### config.mk
export PLATFORM = sky130hd
export DESIGN_NAME = sparse_dot_unit
export DESIGN_NICKNAME = d
export VERILOG_FILES = /design/src/rtl/sparse_dot_pkg.sv /design/src/rtl/sparse_dot_lanes.sv /design/src/rtl/sparse_dot_ctrl.sv /design/src/rtl/sparse_dot_datapath.sv /design/src/rtl/sparse_dot_unit.sv
export SDC_FILE = /design/constraint.sdc
export NUM_CORES = 2
export LEC_CHECK = 0
export ABC_AREA = 1
export BUFFER_PORTS_ARGS = -buffer_cell sky130_fd_sc_hd__buf_2
export CAP_MARGIN = 20
export CELL_PAD_IN_SITES_DETAIL_PLACEMENT = 0
export CELL_PAD_IN_SITES_GLOBAL_PLACEMENT = 1
export CORE_MARGIN = 1.5
export CORE_UTILIZATION = 28
export CTS_BUF_LIST = sky130_fd_sc_hd__clkbuf_2
export DETAILED_ROUTE_END_ITERATION = 8
export PLACE_DENSITY_LB_ADDON = 0.1
export SKIP_CTS_REPAIR_TIMING = 1
export SLEW_MARGIN = 20
export SYNTH_ARGS = -nofsm -noshare
export SYNTH_HDL_FRONTEND = slang
export SYNTH_SLANG_ARGS = --single-unit
export TNS_END_PERCENT = 100
### constraint.sdc
create_clock -name clk -period 3.45 [get_ports clk]
set_input_delay 0.345 -clock clk [delete_from_list [all_inputs] [get_ports clk]]
set_output_delay 0.345 -clock clk [all_outputs]
set_load 0.02 [all_outputs]
### src/rtl/sparse_dot_pkg.sv
`timescale 1ns/1ps
package sparse_dot_pkg;

  localparam int WORD_W     = 32;           // packed A word
  localparam int CHUNK_W    = 2 * WORD_W;   // dense B span per beat
  localparam int META_W     = WORD_W / 2;   // widest per-beat code set
  localparam int ACC_W      = 32;
  localparam int LANE_MODES = 3;            // 16-, 8-, 4-bit element lanes

  typedef enum logic [1:0] {
    ELEM16  = 2'd0,
    ELEM8   = 2'd1,
    ELEM4   = 2'd2,
    ELEM4B  = 2'd3
  } elemMode_e;

  // strobes from control to datapath
  typedef struct packed {
    logic takeBeat;
    logic zeroAcc;
  } ctrlStrobe_t;

endpackage

### src/rtl/sparse_dot_lanes.sv
`timescale 1ns/1ps
// One element-width variant: gathers B by position code, multiplies, sums.
module sparse_dot_lanes #(
  parameter int ELEM_W  = 16,
  parameter int KEPT    = 2,
  parameter int WORD_W  = 32,
  parameter int CHUNK_W = 64,
  parameter int ACC_W   = 32
) (
  input  logic [WORD_W-1:0]   aWord,
  input  logic [2*KEPT-1:0]   metaCodes,
  input  logic [CHUNK_W-1:0]  bChunk,
  input  logic                isSigned,
  output logic [ACC_W-1:0]    laneSum,
  output logic [KEPT/2-1:0]   pairBad
);

  localparam int PAIRS   = KEPT / 2;
  localparam int SUB_W   = 4 * ELEM_W;     // one 4-wide sub-chunk of B

  logic [ACC_W-1:0] prodArr [KEPT];

  for (genvar j = 0; j < PAIRS; j++) begin : g_pair
    assign pairBad[j] = metaCodes[4*j +: 2] >= metaCodes[4*j+2 +: 2];
  end

  for (genvar e = 0; e < KEPT; e++) begin : g_elem
    localparam int SUB = e / 2;
    logic [1:0]        posCode;
    logic [SUB_W-1:0]  subChunk;
    logic [ELEM_W-1:0] aElem;
    logic [ELEM_W-1:0] bElem;
    logic [ACC_W-1:0]  aExt;
    logic [ACC_W-1:0]  bExt;

    assign posCode  = metaCodes[2*e +: 2];
    assign subChunk = bChunk[SUB*SUB_W +: SUB_W];
    assign aElem    = aWord[e*ELEM_W +: ELEM_W];
    assign bElem    = subChunk[posCode*ELEM_W +: ELEM_W];
    assign aExt     = {{(ACC_W-ELEM_W){isSigned & aElem[ELEM_W-1]}}, aElem};
    assign bExt     = {{(ACC_W-ELEM_W){isSigned & bElem[ELEM_W-1]}}, bElem};
    assign prodArr[e] = aExt * bExt;
  end

  always_comb begin
    laneSum = '0;
    for (int e = 0; e < KEPT; e++) begin
      if (!pairBad[e/2]) laneSum = laneSum + prodArr[e];
    end
  end


  always_comb begin
    if (&pairBad) begin
      bad_pair_zero_chk: assert (laneSum == '0);
    end
  end

endmodule

### src/rtl/sparse_dot_ctrl.sv
`timescale 1ns/1ps
module sparse_dot_ctrl
  import sparse_dot_pkg::*;
(
  input  logic        clk,
  input  logic        rstN,
  input  logic        clear,
  input  logic        inValid,
  input  logic        inLast,
  output logic        inReady,
  output ctrlStrobe_t strobes,
  output logic        done
);

  logic readyQ;
  logic doneQ;

  always_ff @(posedge clk or negedge rstN) begin
    if (!rstN) begin
      readyQ <= 1'b0;
      doneQ  <= 1'b0;
    end else begin
      readyQ <= 1'b1;
      doneQ  <= inValid && readyQ && inLast;
    end
  end

  assign inReady          = readyQ;
  assign strobes.takeBeat = inValid && readyQ;
  assign strobes.zeroAcc  = clear;
  assign done             = doneQ;


  done_pulse_chk: assert property (@(posedge clk) disable iff (!rstN)
    (doneQ && !(inValid && inLast)) |=> !doneQ);


  ready_hold_chk: assert property (@(posedge clk) disable iff (!rstN)
    readyQ |=> readyQ);

endmodule

### src/rtl/sparse_dot_datapath.sv
`timescale 1ns/1ps
module sparse_dot_datapath
  import sparse_dot_pkg::*;
(
  input  logic               clk,
  input  logic               rstN,
  input  ctrlStrobe_t        strobes,
  input  logic [1:0]         elemMode,
  input  logic               isSigned,
  input  logic [WORD_W-1:0]  aWord,
  input  logic [META_W-1:0]  metaBits,
  input  logic [CHUNK_W-1:0] bChunk,
  output logic [ACC_W-1:0]   accOut,
  output logic               errFlag
);

  logic [ACC_W-1:0] laneSum [LANE_MODES];
  logic             laneBad [LANE_MODES];
  logic [ACC_W-1:0] beatSum;
  logic             beatBad;
  logic [ACC_W-1:0] accQ;
  logic             errQ;

  for (genvar g = 0; g < LANE_MODES; g++) begin : g_lane
    localparam int EW = (WORD_W / 2) >> g;
    localparam int KP = 2 << g;
    logic [KP/2-1:0] pairBad;

    sparse_dot_lanes #(
      .ELEM_W (EW),
      .KEPT   (KP),
      .WORD_W (WORD_W),
      .CHUNK_W(CHUNK_W),
      .ACC_W  (ACC_W)
    ) i_lanes (
      .aWord    (aWord),
      .metaCodes(metaBits[2*KP-1:0]),
      .bChunk   (bChunk),
      .isSigned (isSigned),
      .laneSum  (laneSum[g]),
      .pairBad  (pairBad)
    );

    assign laneBad[g] = |pairBad;
  end

  always_comb begin
    case (elemMode)
      ELEM16:  begin beatSum = laneSum[0]; beatBad = laneBad[0]; end
      ELEM8:   begin beatSum = laneSum[1]; beatBad = laneBad[1]; end
      default: begin beatSum = laneSum[2]; beatBad = laneBad[2]; end
    endcase
  end

  always_ff @(posedge clk or negedge rstN) begin
    if (!rstN) begin
      accQ <= '0;
      errQ <= 1'b0;
    end else begin
      if (strobes.takeBeat)
        accQ <= (strobes.zeroAcc ? '0 : accQ) + beatSum;
      else if (strobes.zeroAcc)
        accQ <= '0;
      errQ <= strobes.takeBeat && beatBad;
    end
  end

  assign accOut  = accQ;
  assign errFlag = errQ;


  acc_hold_chk: assert property (@(posedge clk) disable iff (!rstN)
    (!strobes.takeBeat && !strobes.zeroAcc) |=> $stable(accQ));


  acc_clear_chk: assert property (@(posedge clk) disable iff (!rstN)
    (strobes.zeroAcc && !strobes.takeBeat) |=> (accQ == '0));


  err_beat_chk: assert property (@(posedge clk) disable iff (!rstN)
    !strobes.takeBeat |=> !errQ);

endmodule

### src/rtl/sparse_dot_unit.sv
`timescale 1ns/1ps
module sparse_dot_unit
  import sparse_dot_pkg::*;
(
  input  logic               clk,
  input  logic               rstN,
  input  logic               clear,
  input  logic               inValid,
  output logic               inReady,
  input  logic               inLast,
  input  logic [1:0]         elemMode,
  input  logic               isSigned,
  input  logic [WORD_W-1:0]  aWord,
  input  logic [META_W-1:0]  metaBits,
  input  logic [CHUNK_W-1:0] bChunk,
  output logic [ACC_W-1:0]   accOut,
  output logic               done,
  output logic               errFlag
);

  ctrlStrobe_t strobes;

  sparse_dot_ctrl i_ctrl (
    .clk    (clk),
    .rstN   (rstN),
    .clear  (clear),
    .inValid(inValid),
    .inLast (inLast),
    .inReady(inReady),
    .strobes(strobes),
    .done   (done)
  );

  sparse_dot_datapath i_datapath (
    .clk     (clk),
    .rstN    (rstN),
    .strobes (strobes),
    .elemMode(elemMode),
    .isSigned(isSigned),
    .aWord   (aWord),
    .metaBits(metaBits),
    .bChunk  (bChunk),
    .accOut  (accOut),
    .errFlag (errFlag)
  );

endmodule

==> qor.txt <==
Async SR Flop Fraction: 100%
Final nets: 13700
Worst Path Max Fanout: 4
status: finished with violations
count of state elements after synthesis: 35
Crit path top cell by count: nand2_1
DRC Markers: 0
hold depth: 3
number of distinct library cells after synthesis: 71
Slowest cell on crit path: fa_1
nature of the critical path startpoint: input port
period utilization: 414%
Mapped Cells: 9239
dominant synthesized flop cell: dfrtp_1
DIE HEIGHT: 483 µm
worst skew pair latency: 0.45 ns
PortBufs: 154
Clock Sinks: 35
initial core utilization: 28.1%
largest net degree at the start of global routing: 59
Synth Area in XOR/XNOR: 4.60%
Max Slew Vio Count: 0
CTS root buffer: clkbuf_2
Avg Cell Area, Syn: 6.99 µm²
WL/cell: 19.2 µm
Layout Utilization: 40.1%
Worst Skew: 0.0248 ns
fillcell total: 24600
setup violators final: 32
layout cells sized above 1: 29.6%
Synthesis Warnings: 0
drt pass-1 iters: 7
top cells by area, synth: fa_1 (32%), ha_1 (15%), nand2_1 (12%), inv_1 (11%), nor2_1 (5.1%)
RSZ-0062 raised after global routing: true
Adder-Cell Fraction of Synth Area: 47.1%
IO Pins: 155
setup ws final: -10.84 ns
CTS Buf Count: 5
DR vias: 67700
total grt overflow: 0
CTS tree: built
measured slew at the worst slew-check pin: 0.893 ns
dpl hpwl: 257000 µm
row count: 176
area leader, netlist: fa_1
# H-tree levels: 2
final wirelength: 285000 µm
first-pass GRT wire length: 429000 µm
Crit path arrival time: 14.66 ns
WP data required: 3.82 ns
sequential cell area: 876 µm²
Max-Cap Viols: 0
post-synthesis sequential area ratio: 1.36%
Die W: 483 µm
biggest cell delay along the critical path: 0.54 ns
Post-synth EDFFs: 0
initial DRC count: 3169
Multi-input gate area: 59000 µm²
initial antenna violation count: 22
full die area: 233000 µm²
CP endpoint kind: flop
minimum clock period after layout: 14.29 ns
HP Class: in2reg
routability cong.: 0.945
Final ANT Viol Nets: 0
Syn Nets: 11200
Final Hold Fails: 0
gr usage total: 24.1%
Vias/cell: 4.58
Synth Area in Simple Gates: 21.7%
Layout area overhead: 42.6%
Post-synth top cells: nand2_1 (2091), inv_1 (1905), fa_1 (1043), nor2_1 (880), ha_1 (762)
Yosys top cell area share: 32.3%
failing checks: setup timing
mapped cell area: 64500 µm²
slew margin rel.: 40.1%
Synth Area in Compound Gates: 12.5%
combinational family with the most area after synthesis: adder cells
clock-pin slew on the worst setup and hold paths: 0.20 ns
number of global-route vias before repair: 71200
count leader, synth: nand2_1
Hold Slack: 0.0753 ns
number of cells on the worst reg-to-reg path: 21
fmax: 70.0 MHz
post-synthesis mux area share: 0.0155%
kind of critical path: in2reg
core area: 230000 µm²
Clock Path Buffers: 2
[worst max-delay path, delay by kind of cell]
kind | cells | cell delay [ns]
AND/OR/NAND/NOR | 24 | 2.40
XOR/XNOR | 6 | 0.98
adder cells (fa/ha/maj) | 13 | 4.74
buffers and inverters | 18 | 1.49
AO/OA/AOI/OAI | 31 | 4.67
[path summary, 6_finish.rpt]
path                                  startpoint                     to  slack (ns)
hold reg to reg            i_datapath.accOut[14]  i_datapath.accOut[14]        0.64
setup / recovery                      bChunk[12]  i_datapath.accOut[31]      -10.84
min in group asynchronous                   rstN     i_datapath.errFlag        0.50
hold / removal                            inLast            i_ctrl.done        0.08
max in group asynchronous                   rstN   i_datapath.accOut[8]        2.40
setup reg to reg            i_datapath.accOut[0]  i_datapath.accOut[30]        0.40
[cells by family after synthesis]
logic type,Yosys count
AOI/OAI and AO/OA,1394
muxes,1
xor gates and xnor gates,339
DFF,35
adders and majority gates,1805
buffers and inverters,2176
and+or+nand+nor,3488
other,1
[metrics by stage]
stage | setup WS [ns] | instance area (µm²) | instances | TNS [ns]
CTS | -11.53 | 88500 | 14700 | -302.38
detailed placement | -12.02 | 88500 | 14700 | -318.01
global placement | -11.90 | 88500 | 14700 | -315.47
finish | -10.84 | 92000 | 14800 | -280.55
global route | -11.91 | 92000 | 14800 | -303.05
floorplan | -10.04 | 65700 | 9239 | -243.20
[per-layer routing]
layer / global-route usage (%) / wire length, µm
met5: 0 / 109
met4: 5.64 / 8450
met3: 1.86 / 9530
met2: 43.3 / 140000
met1: 31.1 / 127000
[flip-flops by register name, summed over array words and instances, names as in the netlist]
| name | count |
|---|---|
| i_ctrl.done | 1 |
| i_ctrl.inReady | 1 |
| i_datapath.accOut | 32 |
| i_datapath.errFlag | 1 |
[layout make-up]
cell class                 instances  area share (%)
multi-input combinational       7028            64.1
timing repair buffer            2748            22.8
inverter                        1932            7.91
tap                             3026            4.11
sequential                        35           0.952
clock buffer                       5          0.0272
antenna                            5          0.0136
clock inverter                     2         0.00952
[layout by cell type (no fill, tap or decap), types with 56 or more instances in the layout]
| cell | n |
|---|---|
| a21oi_1 | 460 |
| a21oi_2 | 149 |
| buf_2 | 147 |
| buf_4 | 2515 |
| fa_1 | 1038 |
| ha_1 | 663 |
| ha_4 | 95 |
| inv_1 | 1857 |
| inv_2 | 56 |
| nand2_1 | 2005 |
| nand2_2 | 90 |
| nand3_1 | 319 |
| nor2_1 | 819 |
| o21ai_0 | 272 |
| o21ai_1 | 85 |
| o21ai_2 | 56 |
| xnor2_1 | 155 |
| xor2_1 | 164 |
Power is not shown: default switching activity piles up to over one toggle a cycle in this logic, so the estimate is an artifact.
